File: src/rtl/trace_pkg.sv
package trace_pkg;
  localparam int NIB_W = 4;
  typedef logic [NIB_W-1:0] nib_t;
  localparam nib_t HALT_CODE  = 4'hF;
  localparam nib_t RESET_CODE = 4'h0;
endpackage

File: src/rtl/trace_halt_ctl.sv
module trace_halt_ctl (
  input  logic clk,
  input  logic rst_n,
  input  logic brk_req,
  input  logic retire,
  input  logic resume,
  output logic halted,
  output logic halt_next
);
  logic pend_q, halt_q, trig;

  assign trig      = retire && (pend_q || brk_req);
  assign halt_next = halt_q ? !resume : trig;
  assign halted    = halt_q;

  always_ff @(posedge clk) begin
    if (!rst_n) begin
      pend_q <= 1'b0;
      halt_q <= 1'b0;
    end else begin
      halt_q <= halt_next;
      if (halt_q || trig) pend_q <= 1'b0;
      else                pend_q <= pend_q | brk_req;
    end
  end

  // the halted state holds until resume is pulsed
  assert_halt_hold_R4: assert property (@(posedge clk) disable iff (!rst_n)
    (halt_q && !resume) |=> halt_q);
  // the halted state is never entered without a retire
  assert_halt_needs_retire_R3: assert property (@(posedge clk) disable iff (!rst_n)
    (!halt_q && !retire) |=> !halt_q);
endmodule

File: src/rtl/trace_nibble_emitter.sv
module trace_nibble_emitter
  import trace_pkg::*;
#(
  parameter int DATA_W = 32
) (
  input  logic              clk,
  input  logic              rst_n,
  input  logic              take,
  input  logic [DATA_W-1:0] data,
  output logic              ready,
  output logic              overflow,
  output logic              active,
  output nib_t              nib
);
  localparam int NIBS  = DATA_W / NIB_W;
  localparam int IDX_W = (NIBS > 1) ? $clog2(NIBS) : 1;
  localparam logic [IDX_W-1:0] LAST = IDX_W'(NIBS - 1);

  logic              busy_q, bv_q, ovf_q;
  logic [DATA_W-1:0] sh_q, bd_q;
  logic [IDX_W-1:0]  idx_q;
  logic              at_last, slot_free;

  assign at_last   = busy_q && (idx_q == LAST);
  assign slot_free = !busy_q || (at_last && !bv_q);
  assign ready     = !busy_q || !bv_q || at_last;
  assign overflow  = ovf_q;
  assign active    = busy_q;
  assign nib       = sh_q[NIB_W-1:0];

  always_ff @(posedge clk) begin
    if (!rst_n) begin
      busy_q <= 1'b0;
      bv_q   <= 1'b0;
      ovf_q  <= 1'b0;
      sh_q   <= '0;
      bd_q   <= '0;
      idx_q  <= '0;
    end else begin
      if (busy_q) begin
        if (at_last) begin
          if (bv_q) begin
            sh_q  <= bd_q;
            idx_q <= '0;
            bv_q  <= 1'b0;
          end else begin
            busy_q <= 1'b0;
          end
        end else begin
          sh_q  <= sh_q >> NIB_W;
          idx_q <= idx_q + 1'b1;
        end
      end
      if (take) begin
        if (slot_free) begin
          busy_q <= 1'b1;
          sh_q   <= data;
          idx_q  <= '0;
        end else if (ready) begin
          bv_q <= 1'b1;
          bd_q <= data;
        end else begin
          ovf_q <= 1'b1;
        end
      end
    end
  end

  // overflow is sticky
  assert_ovf_sticky_R9: assert property (@(posedge clk) disable iff (!rst_n)
    ovf_q |=> ovf_q);
  // a capture taken while not ready raises overflow
  assert_drop_flags_R9: assert property (@(posedge clk) disable iff (!rst_n)
    (take && !ready) |=> ovf_q);
  // a buffered word starts right after the last nibble
  assert_buf_drains_R8: assert property (@(posedge clk) disable iff (!rst_n)
    (at_last && bv_q) |=> (busy_q && idx_q == '0));
endmodule

File: src/rtl/trace_port.sv
module trace_port
  import trace_pkg::*;
#(
  parameter int DATA_W = 32
) (
  input  logic              clk,
  input  logic              rst_n,
  input  logic [3:0]        core_status,
  input  logic              retire,
  input  logic              brk_req,
  input  logic              resume,
  input  logic [3:0]        bp_status,
  input  logic              cfg_capture_en,
  input  logic              cap_valid,
  input  logic              cap_wdd,
  input  logic [DATA_W-1:0] cap_data,
  output logic              cap_ready,
  output logic [3:0]        pst,
  output logic [3:0]        ddata,
  output logic              halted,
  output logic              overflow
);
  logic halt_next, take, emit_active;
  nib_t emit_nib, pst_q, dd_q;

  assign take = cap_valid && (cap_wdd || cfg_capture_en);

  trace_halt_ctl u_halt (
    .clk       (clk),
    .rst_n     (rst_n),
    .brk_req   (brk_req),
    .retire    (retire),
    .resume    (resume),
    .halted    (halted),
    .halt_next (halt_next)
  );

  trace_nibble_emitter #(.DATA_W(DATA_W)) u_emit (
    .clk      (clk),
    .rst_n    (rst_n),
    .take     (take),
    .data     (cap_data),
    .ready    (cap_ready),
    .overflow (overflow),
    .active   (emit_active),
    .nib      (emit_nib)
  );

  always_ff @(posedge clk) begin
    if (!rst_n) begin
      pst_q <= RESET_CODE;
      dd_q  <= RESET_CODE;
    end else begin
      pst_q <= halt_next ? HALT_CODE : core_status;
      dd_q  <= emit_active ? emit_nib : bp_status;
    end
  end

  assign pst   = pst_q;
  assign ddata = dd_q;

  // while halted the status nibble reads the halt code
  assert_halt_pst_R4: assert property (@(posedge clk) disable iff (!rst_n)
    halted |-> (pst == HALT_CODE));
endmodule

File: config.mk
export PLATFORM = sky130hd
export DESIGN_NAME = trace_port
export DESIGN_NICKNAME = d
export VERILOG_FILES = /design/src/rtl/trace_pkg.sv /design/src/rtl/trace_halt_ctl.sv /design/src/rtl/trace_nibble_emitter.sv /design/src/rtl/trace_port.sv
export SDC_FILE = /design/constraint.sdc
export NUM_CORES = 1
export LEC_CHECK = 0
export BUFFER_PORTS_ARGS = -buffer_cell sky130_fd_sc_hd__buf_2
export CORE_ASPECT_RATIO = 1.5
export CORE_MARGIN = 10
export CORE_UTILIZATION = 53
export DETAILED_ROUTE_END_ITERATION = 6
export PLACE_DENSITY = 0.82
export RECOVER_POWER = 50
export SETUP_SLACK_MARGIN = 0.2
export SKIP_CTS_REPAIR_TIMING = 1
export SLEW_MARGIN = 20
export SYNTH_ARGS = -nofsm -noshare
export SYNTH_HDL_FRONTEND = slang
export SYNTH_SLANG_ARGS = --single-unit
export TNS_END_PERCENT = 100
File: constraint.sdc
create_clock -name clk -period 5.3 [get_ports clk]
set_input_delay 1.59 -clock clk [delete_from_list [all_inputs] [get_ports clk]]
set_output_delay 1.59 -clock clk [all_outputs]
set_load 0.005 [all_outputs]
## After elaboration in Yosys (flattened, before gate mapping)

Index checks and enable logic that the tools add are counted.

| storage, ports and cells | value |
|---|---|
| bits of input ports | 48 |
| output and inout port bits | 11 |
| register bits after elaboration | 80 |

| cells by class | value |
|---|---|
| equality and inequality tests | 1 |
| bitwise gates (word level) | 4 |
| $add $sub $neg | 1 |
| reductions and logical operators | 16 |
| muxes and demuxes | 23 |

Operator list:

| kind | number |
|---|---|
| two-way mux 32 bit | 5 |
| two-way mux 3 bit | 5 |
| two-way mux 1 bit | 11 |
| two-way mux 4 bit | 2 |
| logical OR 1 bit | 6 |
| AND reduction 3 bit | 2 |
| logical AND 1 bit | 4 |
| adder 3 x 1 -> 3 bit (second input constant) | 1 |
| equality test 3 bit (second input constant) | 1 |
| zero test 1 bit | 3 |
| NOT 1 bit | 3 |
| OR reduction 2 bit | 1 |
| OR 1 bit | 1 |

## Longest topological paths before layout

Gate-level depths: netlist (run 1).

| logic depth | value |
|---|---|
| word-level depth | 7 |
| mapped depth | 8 |

## Modules after synthesis

From an unflattened synthesis (run 1), not the netlist that was laid out.

| second synthesis, totals | value |
|---|---|
| cell total of the unflattened synthesis | 420 |
| area, all modules | 3905.0 sq um |

Modules (own cells, without submodules):

| module | times used | area each (sq um) | seq. area each (sq um) | cells an instance |
|---|---|---|---|---|
| trace_nibble_emitter | 1 | 3557.2 | 1401.3 | 391 |
| trace_port | 1 | 274.0 | 160.2 | 22 |
| trace_halt_ctl | 1 | 73.8 | 40.0 | 7 |

## Worst setup path after synthesis (run 1)

No wires, ideal clock.

| timing | value |
|---|---|
| kind | input to register |
| start | in cfg_capture_en |
| end | reg u_emit.sh_q[0] |
| data required time | 5.185 ns |
| setup slack | 2.496 ns |
| stages | 5 |
| library setup time | 0.115 ns |
| buffers on the path | 2 |
| arrival | 2.689 ns |
| cells stage by stage | o21ai_1 buf_4 buf_4 mux2_1 o21a_1 |

| on the way | value |
|---|---|
| cells in the longest elaborated chain, start to end | 3 |

Ends and longest elaborated chain:

| element | line | text |
|---|---|---|
| from (decl) | trace_port.sv:13 | `input logic cfg_capture_en,` |
| logical OR 1 bit | trace_port.sv:26 | `assign take = cap_valid && (cap_wdd \|\| cfg_capture_en);` |
| logical AND 1 bit | trace_port.sv:26 |  |
| two-way mux 32 bit | trace_nibble_emitter.sv:54 | `if (take) begin` |
| to (signal assigned) | trace_nibble_emitter.sv:43 | `sh_q <= bd_q;` |
| to (signal assigned) | trace_nibble_emitter.sv:50 | `sh_q <= sh_q >> NIB_W;` |
| to (signal assigned) | trace_nibble_emitter.sv:57 | `sh_q <= data;` |
| to (decl) | trace_nibble_emitter.sv:20 | `logic [DATA_W-1:0] sh_q, bd_q;` |

Every way passes these cells.
A chain may end at the register's enable or synchronous reset.

## Final worst setup path (run 1)

| timing | value |
|---|---|
| start | in cap_wdd |
| end | reg u_emit.bd_q[15] |

| on the way | value |
|---|---|
| cells in the longest elaborated chain, start to end | 3 |

Ends and longest elaborated chain:

| element | line | text |
|---|---|---|
| from (decl) | trace_port.sv:15 | `input logic cap_wdd,` |
| logical OR 1 bit | trace_port.sv:26 |  |
| logical AND 1 bit | trace_port.sv:26 |  |
| AND reduction 3 bit (no line) | n/a |  |
| to (signal assigned) | trace_nibble_emitter.sv:61 | `bd_q <= data;` |
| to (decl) | trace_nibble_emitter.sv:20 |  |

Every way passes these cells.

==> results.md, run 1 <==
- Post-synth EDFFs: 0
- Die Span Y: 123 um
- GRT Util Overall: 15.7%
- Met1 Wirelength: 3500 um
- Failing checks: capacitance limit, slew limit
- FF+latch count, synth: 80
- Period utilisation layout: 79.9%
- Hold Startpoint: u_emit.bd_q[12]
- Hold Vio Cnt, Final: 0
- Die area: 10900 um^2
- Crit path DAT: 4.49 ns
- VDD IR-drop max: 0.266 mV
- Crit start category: primary input
- Worst r2r src: u_emit.idx_q[0]
- CP Capture Type: flop
- Slew Limit Fails: 63
- Clock Tree Root: clkbuf_8
- Core Box Area: 6900 um^2
- Buffers on Ports: 58
- Max-Cap Viols: 2
- Clock sink total: 80
- Top Layer Used: met4
- Worst-path clk slew: 0.07 ns
- Grt ovf: 0
- Crit. Startpoint: cap_wdd
- Worst Hold End: u_emit.bd_q[12]
- Setup Skew: 0.00927 ns
- Final Power: 0.00126 W
- Routed len/inst: 16.6 um
- Num CTS Buffers: 9
- Flop2flop setup slack: 2.40 ns
- Syn nets: 445
- Worst Path Class, Setup: in2reg
- Horiz. Die Dim: 88.7 um
- H-Tree Depth: 3
- I/O pin cnt: 59
- Row cnt: 37
- Critical Path Max Stage Delay: 1.69 ns
- RSZ-0062 raised after global routing: no
- Rel. slew slack: -52.6%
- Clock tree buffer depth: 2
- Synth Instances: 395
- Worst-Skew Late Latency: 0.35 ns
- Yosys cell types: 31
- Hold Path Class: reg2reg
- Starting density of the core: 54.5%
- Dpl ws: 1.89 ns
- Fraction of synthesis flops using an asynchronous set or reset pin: 0%
- DP HPWL: 5570 um
- ANT nets after route: 0
- Post-route cell area: 4180 um^2
- Final min period: 4.23 ns
- Post-route setup slack: 1.07 ns
- Vias in the first global route: 3017
- Layout cells sized above 1: 18.0%
- Setup-failing EPs final: 0
- Worst hold stages: 2
- Seq/Total Area, Yosys: 42.6%
- DRC: 0
- Least-Margin Pin Slew: 2.27 ns
- Initial DRC count: 268
- Top FF cell, synth: dfxtp_1
- Worst EP required: 5.55 ns
- Metal3 WL: 559 um
- DR vias: 3001
- CTS tree: built
- Synth top area cells: dfxtp_1 43%, mux2i_1 17%, mux2_1 7.8%
- Sequential cell area: 1600 um^2
- Post-Syn Area per Cell: 9.51 um^2
- Antenna violations before repair: 0
- CP delay by family, top: compound AO/OA/AOI/OAI gates
- Dominant cell type by area after synthesis: dfxtp_1
- Worst Path Max Fanout: 32
- Multi-input logic area: 1930 um^2
- Achievable Freq: 236 MHz
- GP Congestion: 0.747
- Router iterations before antenna repair: 4
- Largest net degree at the start of global routing: 67
- Area share of the largest cell type after synthesis: 42.6%
- Post-Route WL: 8570 um
- R2r endpoint: u_emit.bd_q[15]
- First-pass GRT wire length: 13900 um
- # fillers: 586
- Pwr dens: 302 nW/um^2
- Pleak: 1.62 nW
- Via density: 5.80
- Setup_tns: 0 ns
- Nets: 484
- Worst R2R Path Depth: 7
- Syn-to-layout area delta: 11.1%
- Metal2 WL: 4330 um
- Post-Syn Area: 3760 um^2
- Top cells by count, synth: 80 x dfxtp_1, 73 x nand2_1, 62 x mux2i_1
- Critical path cell sequence: buf_2 -> o21ai_0 -> nor4_4 -> clkbuf_2 -> mux2i_1
- Crit path buf inv count: 2
- Top-count cell post-synth: dfxtp_1
- Yosys Warn Count: 0
- Antenna fix cells: 0
- Master of the slowest instance on the critical path: o21ai_0
- Status: finished with violations
- Dpl cell area: 4000 um^2
-- worst max-delay path by stage --
stage                       to  slack, ns  depth (start not counted)
2_1_floorplan   u_emit.sh_q[0]       2.50                          5
3_3_place_gp    u_emit.sh_q[1]       1.93                          5
3_5_place_dp   u_emit.sh_q[26]       1.89                          5
4_1_cts              cap_ready       1.73                          6
5_1_grt         u_emit.bd_q[1]       0.81                          5
6_report       u_emit.bd_q[15]       1.07                          5
-- power by group --
part / switching (W) / leakage (nW) / total (W) / internal, W
Sequential: 0.0000208 / 0.657 / 0.000660 / 0.000639
Clock: 0.000218 / 0.0920 / 0.000433 / 0.000215
Combinational: 0.0000878 / 0.873 / 0.000166 / 0.0000787
-- logic make-up after synthesis --
kind of cell,synth area share (%)
AO/OA/AOI/OAI,15.1
adder cells (fa/ha/maj),0.666
buffers and inverters,6.16
flip-flops,42.6
multiplexers,24.6
AND/OR/NAND/NOR,10.9
-- flip-flops by register name (all words and copies together) (netlist names) --
name,cells
u_emit.bd_q,32
u_halt.pend_q,1
u_emit.idx_q,3
u_halt.halted,1
u_emit.overflow,1
u_emit.sh_q,32
u_emit.bv_q,1
pst,4
ddata,4
u_emit.active,1
-- placed cells by master, fill, tap and decap left out --
master / Yosys / routed
a221oi_1: 6 / 6
clkinvlp_4: 0 / 2
nor2b_1: 4 / 4
and3_1: 3 / 3
nor2_1: 7 / 7
nand2_1: 73 / 73
nor4_1: 1 / 1
inv_2: 2 / 1
dfxtp_1: 80 / 80
a21oi_2: 1 / 1
nand2b_2: 0 / 1
o21a_1: 28 / 28
nor2_4: 1 / 1
clkbuf_2: 0 / 2
o21ai_1: 3 / 2
ha_2: 0 / 1
bufinv_16: 0 / 1
clkinv_2: 0 / 3
nor4_4: 1 / 1
inv_1: 10 / 11
o21ai_0: 4 / 5
nand2b_1: 2 / 1
mux2i_1: 62 / 62
a21oi_1: 6 / 6
buf_4: 3 / 3
o22ai_1: 6 / 6
mux2_1: 26 / 26
a211oi_1: 2 / 2
clkbuf_1: 13 / 8
o211ai_1: 1 / 1
mux2_2: 1 / 1
clkbuf_8: 0 / 9
buf_2: 11 / 51
nor2b_4: 1 / 1
ha_1: 2 / 1
a31oi_1: 27 / 27
-- area by class of cell --
| class | count | share of cell area [%] |
|---|---|---|
| Multi-Input combinational cell | 268 | 46.2 |
| Timing Repair Buffer | 63 | 7.52 |
| Clock inverter | 6 | 1.44 |
| Sequential cell | 80 | 38.4 |
| Tap cell | 78 | 2.34 |
| Inverter | 12 | 1.08 |
| Clock buffer | 10 | 3.06 |
-- through the flow --
| step | utilization, % | instances | hold WS [ns] |
|---|---|---|---|
| after global placement | 58.0 | 501 | 0.433 |
| after global routing | 60.5 | 517 | 0.479 |
| after floorplan | - | 395 | 0.430 |
| after detailed placement | 58.0 | 501 | 0.450 |
| after CTS | 60.7 | 517 | 0.461 |
| final | 60.5 | 517 | 0.460 |
-- worst register-to-register path: stages (launching register included) --
cell	delay, ns
dfxtp_1	0.36
ha_1	0.16
ha_2	0.15
buf_4	0.45
nor2b_4	0.50
nor4_4	0.08
clkbuf_2	0.72
mux2i_1	0.38
-- per-layer routing --
layer  up-vias  GRT usage [%]
met2        76           27.0
li1       1465              -
met5         -              0
met1      1443           17.2
met3        17           4.74
met4         0           7.40
Note: power is estimated with default switching activity, not from simulation.
==> inputs of run 2 (changes only) <==
Settings changed: ABC_AREA from default to 1.
Clock period 5.3 ns to 4.4 ns, I/O delays scaled along.
==> run 2 against run 1 <==
  * The run still ends with capacitance limit, slew limit left
  * Worst setup slack got worse by 0.27 ns
  * Via count increased by 35%
  * Flip-flop and latch count is the same
  * Sequential share of layout area shrank 3.7 points
  * Total power rose by 36%
  * Design area increased by 11%
  * Clock power up 50%
  * Worst hold slack gained 0.0075 ns
  * Area after synthesis up 10%
  * Combinational power up 54%
  * Die area rose by 8.3%
  * Final cell count rose by 58%
  * Highest routed layer unchanged
==> results.md, run 2 <==
- Syn nets: 727 (+63%)
- Worst-Skew Late Latency: 0.33 ns (-0.02 ns)
- Setup Skew: 0.00704 ns (-0.00223 ns)
- Grt ovf: 0 (unchanged)
- Post-Route WL: 10400 um (+21%)
- Final non-filler cell total: 817 (+58%)
- Least-Margin Pin Slew: 2.43 ns (+0.160 ns)
- Nets: 761 (+57%)
- DRC: 0 (unchanged)
- Synth top area cells: dfxtp_1 39%, nand2_1 24%, inv_1 11%
- Slew Limit Fails: 54 (-14%)
- FF+latch count, synth: 80 (unchanged)
- Clock tree buffer depth: 2 (unchanged)
- Worst EP required: 4.68 ns (-0.87 ns)
- Seq/Total Area, Yosys: 38.6% (-4.0 points)
- Period utilisation layout: 81.9%
- Pwr dens: 370 nW/um^2 (+23%)
- Max-Cap Viols: 1 (-1)
- Top FF cell, synth: dfxtp_1
- Layout cells sized above 1: 10.1% (-7.9 points)
- Regs by FF count: u_emit.bd_q x32, u_emit.sh_q x32
- Starting density of the core: 54.5% (about the same)
- Hold Path Class: reg2reg
- Post-Syn Area per Cell: 6.12 um^2 (-36%)
- Achievable Freq: 278 MHz
- Most Used Layer, Global Route: met2
- GP Congestion: 0.849 (+14%)
- Failing checks: capacitance limit, slew limit
- Fraction of synthesis flops using an asynchronous set or reset pin: 0% (unchanged)
- Largest net degree at the start of global routing: 54 (-19%)
- Routed len/inst: 12.7 um (-23%)
- Syn-to-layout area delta: 11.4%
- Antenna violations before repair: 0 (unchanged)
- Core Box Area: 7610 um^2 (+10%)
- Crit start category: primary input
- Rel. slew slack: -61.7% (-9.1 points)
- Setup-failing EPs final: 0 (unchanged)
- DP HPWL: 6800 um (+22%)
- Num CTS Buffers: 9 (unchanged)
- Flop2flop setup slack: 1.11 ns (-1.29 ns)
- Dominant cell type by area after synthesis: dfxtp_1
- ANT nets after route: 0 (unchanged)
- I/O pin cnt: 59 (unchanged)
- Top-count cell post-synth: nand2_1
- DR vias: 4062 (+35%)
- RSZ-0062 raised after global routing: no
- Worst r2r src: u_emit.idx_q[0]
- Vias in the first global route: 3897 (+29%)
- Crit path DAT: 3.88 ns (-0.61 ns)
- Router iterations before antenna repair: 4 (unchanged)
- Clock Tree Root: clkbuf_16
- First-pass GRT wire length: 17100 um (+23%)
- Die area: 11800 um^2 (+8.3%)
- VDD IR-drop max: 0.250 mV (-6.1%)
- Final min period: 3.60 ns
- Clock sink total: 80 (unchanged)
- Status: finished with violations
- Horiz. Die Dim: 92.2 um (+3.9%)
- H-Tree Depth: 3 (unchanged)
- Area share of the largest cell type after synthesis: 38.6% (-4.0 points)
- Initial DRC count: 308 (+15%)
- Grt met3 use: 3.96% (-0.78 points)
- # fillers: 758 (+29%)
- GRT met2 Usage: 31.6% (+4.6 points)
- Via density: 4.97 (-14%)
- Worst Path Class, Setup: in2reg
- Buffers on Ports: 58 (unchanged)
- Antenna fix cells: 0 (unchanged)
- Die Span Y: 128 um (+4.2%)
- Hold Startpoint: u_halt.pend_q
- Synth Instances: 677 (+71%)
- Most frequent cells in the layout: 265 x nand2_1, 119 x inv_1, 80 x dfxtp_1
- Most common cell after layout, fill and taps aside: nand2_1
- Hold Vio Cnt, Final: 0 (unchanged)
- CP Capture Type: flop
- Pleak: 2.40 nW (+48%)
- Setup_tns: 0 ns (unchanged)
- Row cnt: 39 (+5.4%)
- CTS tree: built
- Yosys Warn Count: 0 (unchanged)
- Met1 Use GR: 18.8% (+1.7 points)
- Worst Path Max Fanout: 53 (+66%)
- Yosys cell types: 20 (-35%)
- Post-Syn Area: 4150 um^2 (+10%)
- Post-synth EDFFs: 0 (unchanged)
- GRT Util Overall: 17.4% (+1.7 points)
- Top cells by count, synth: 265 x nand2_1, 119 x inv_1, 80 x dfxtp_1
- Crit. Startpoint: rst_n
- DP Cell Count: 802 (+60%)
- Worst-path clk slew: 0.06 ns (about the same)
==> run 2: cell type report <==
class                           instances  area, um^2  share of cell area (%)
Inverter                              123         464                    10.0
Sequential cell                        80        1600                    34.7
Clock inverter                          1        5.00                   0.108
Multi-Input combinational cell        434        1870                    40.5
Timing Repair Buffer                   63         307                    6.64
Clock buffer                           14         244                    5.28
Tap cell                              102         128                    2.76
==> run 2: final timing paths <==
path	to	cells after the start
worst min register to register	u_halt.pend_q	2
worst min-delay path	u_halt.pend_q	2
worst max register to register	u_emit.sh_q[31]	9
worst max-delay path	u_emit.sh_q[19]	6
==> run 2: worst max-delay path: stages <==
cell	delay (ns)
clkbuf_1	0.09
clkbuf_1	1.72
nand2_2	0.30
inv_4	0.30
nand2_1	0.08
nand2_1	0.07
==> run 2: through the flow <==
step	utilization (%)	hold WS [ns]	area, um^2	setup WS (ns)	power, W
global placement	57.7	0.437	4390	1.26	0.00106
CTS	61.0	0.471	4640	0.918	0.00171
floorplan	-	0.425	4150	1.86	0.00100
global route	60.7	0.498	4620	0.553	0.00179
detailed placement	57.7	0.455	4390	1.14	0.00107
finish	60.7	0.467	4620	0.797	0.00171
==> run 2: cell families after synthesis <==
group	Yosys count	share of synthesized area, %
and+or+nand+nor	377	37.4
buffers and inverters	163	16.4
DFF	80	38.6
AOI/OAI and AO/OA	55	6.91
adders and majority gates	2	0.603
==> run 2: power by group <==
group          switching, W  internal, W
clock network      0.000271     0.000379
registers         0.0000278     0.000777
logic              0.000165    0.0000906
==> run 2: layer usage <==
metal	wire, um	up-vias
li1	-	2088
met1	4300	1846
met2	5340	110
met3	531	18
met4	196	0
met5	0	-
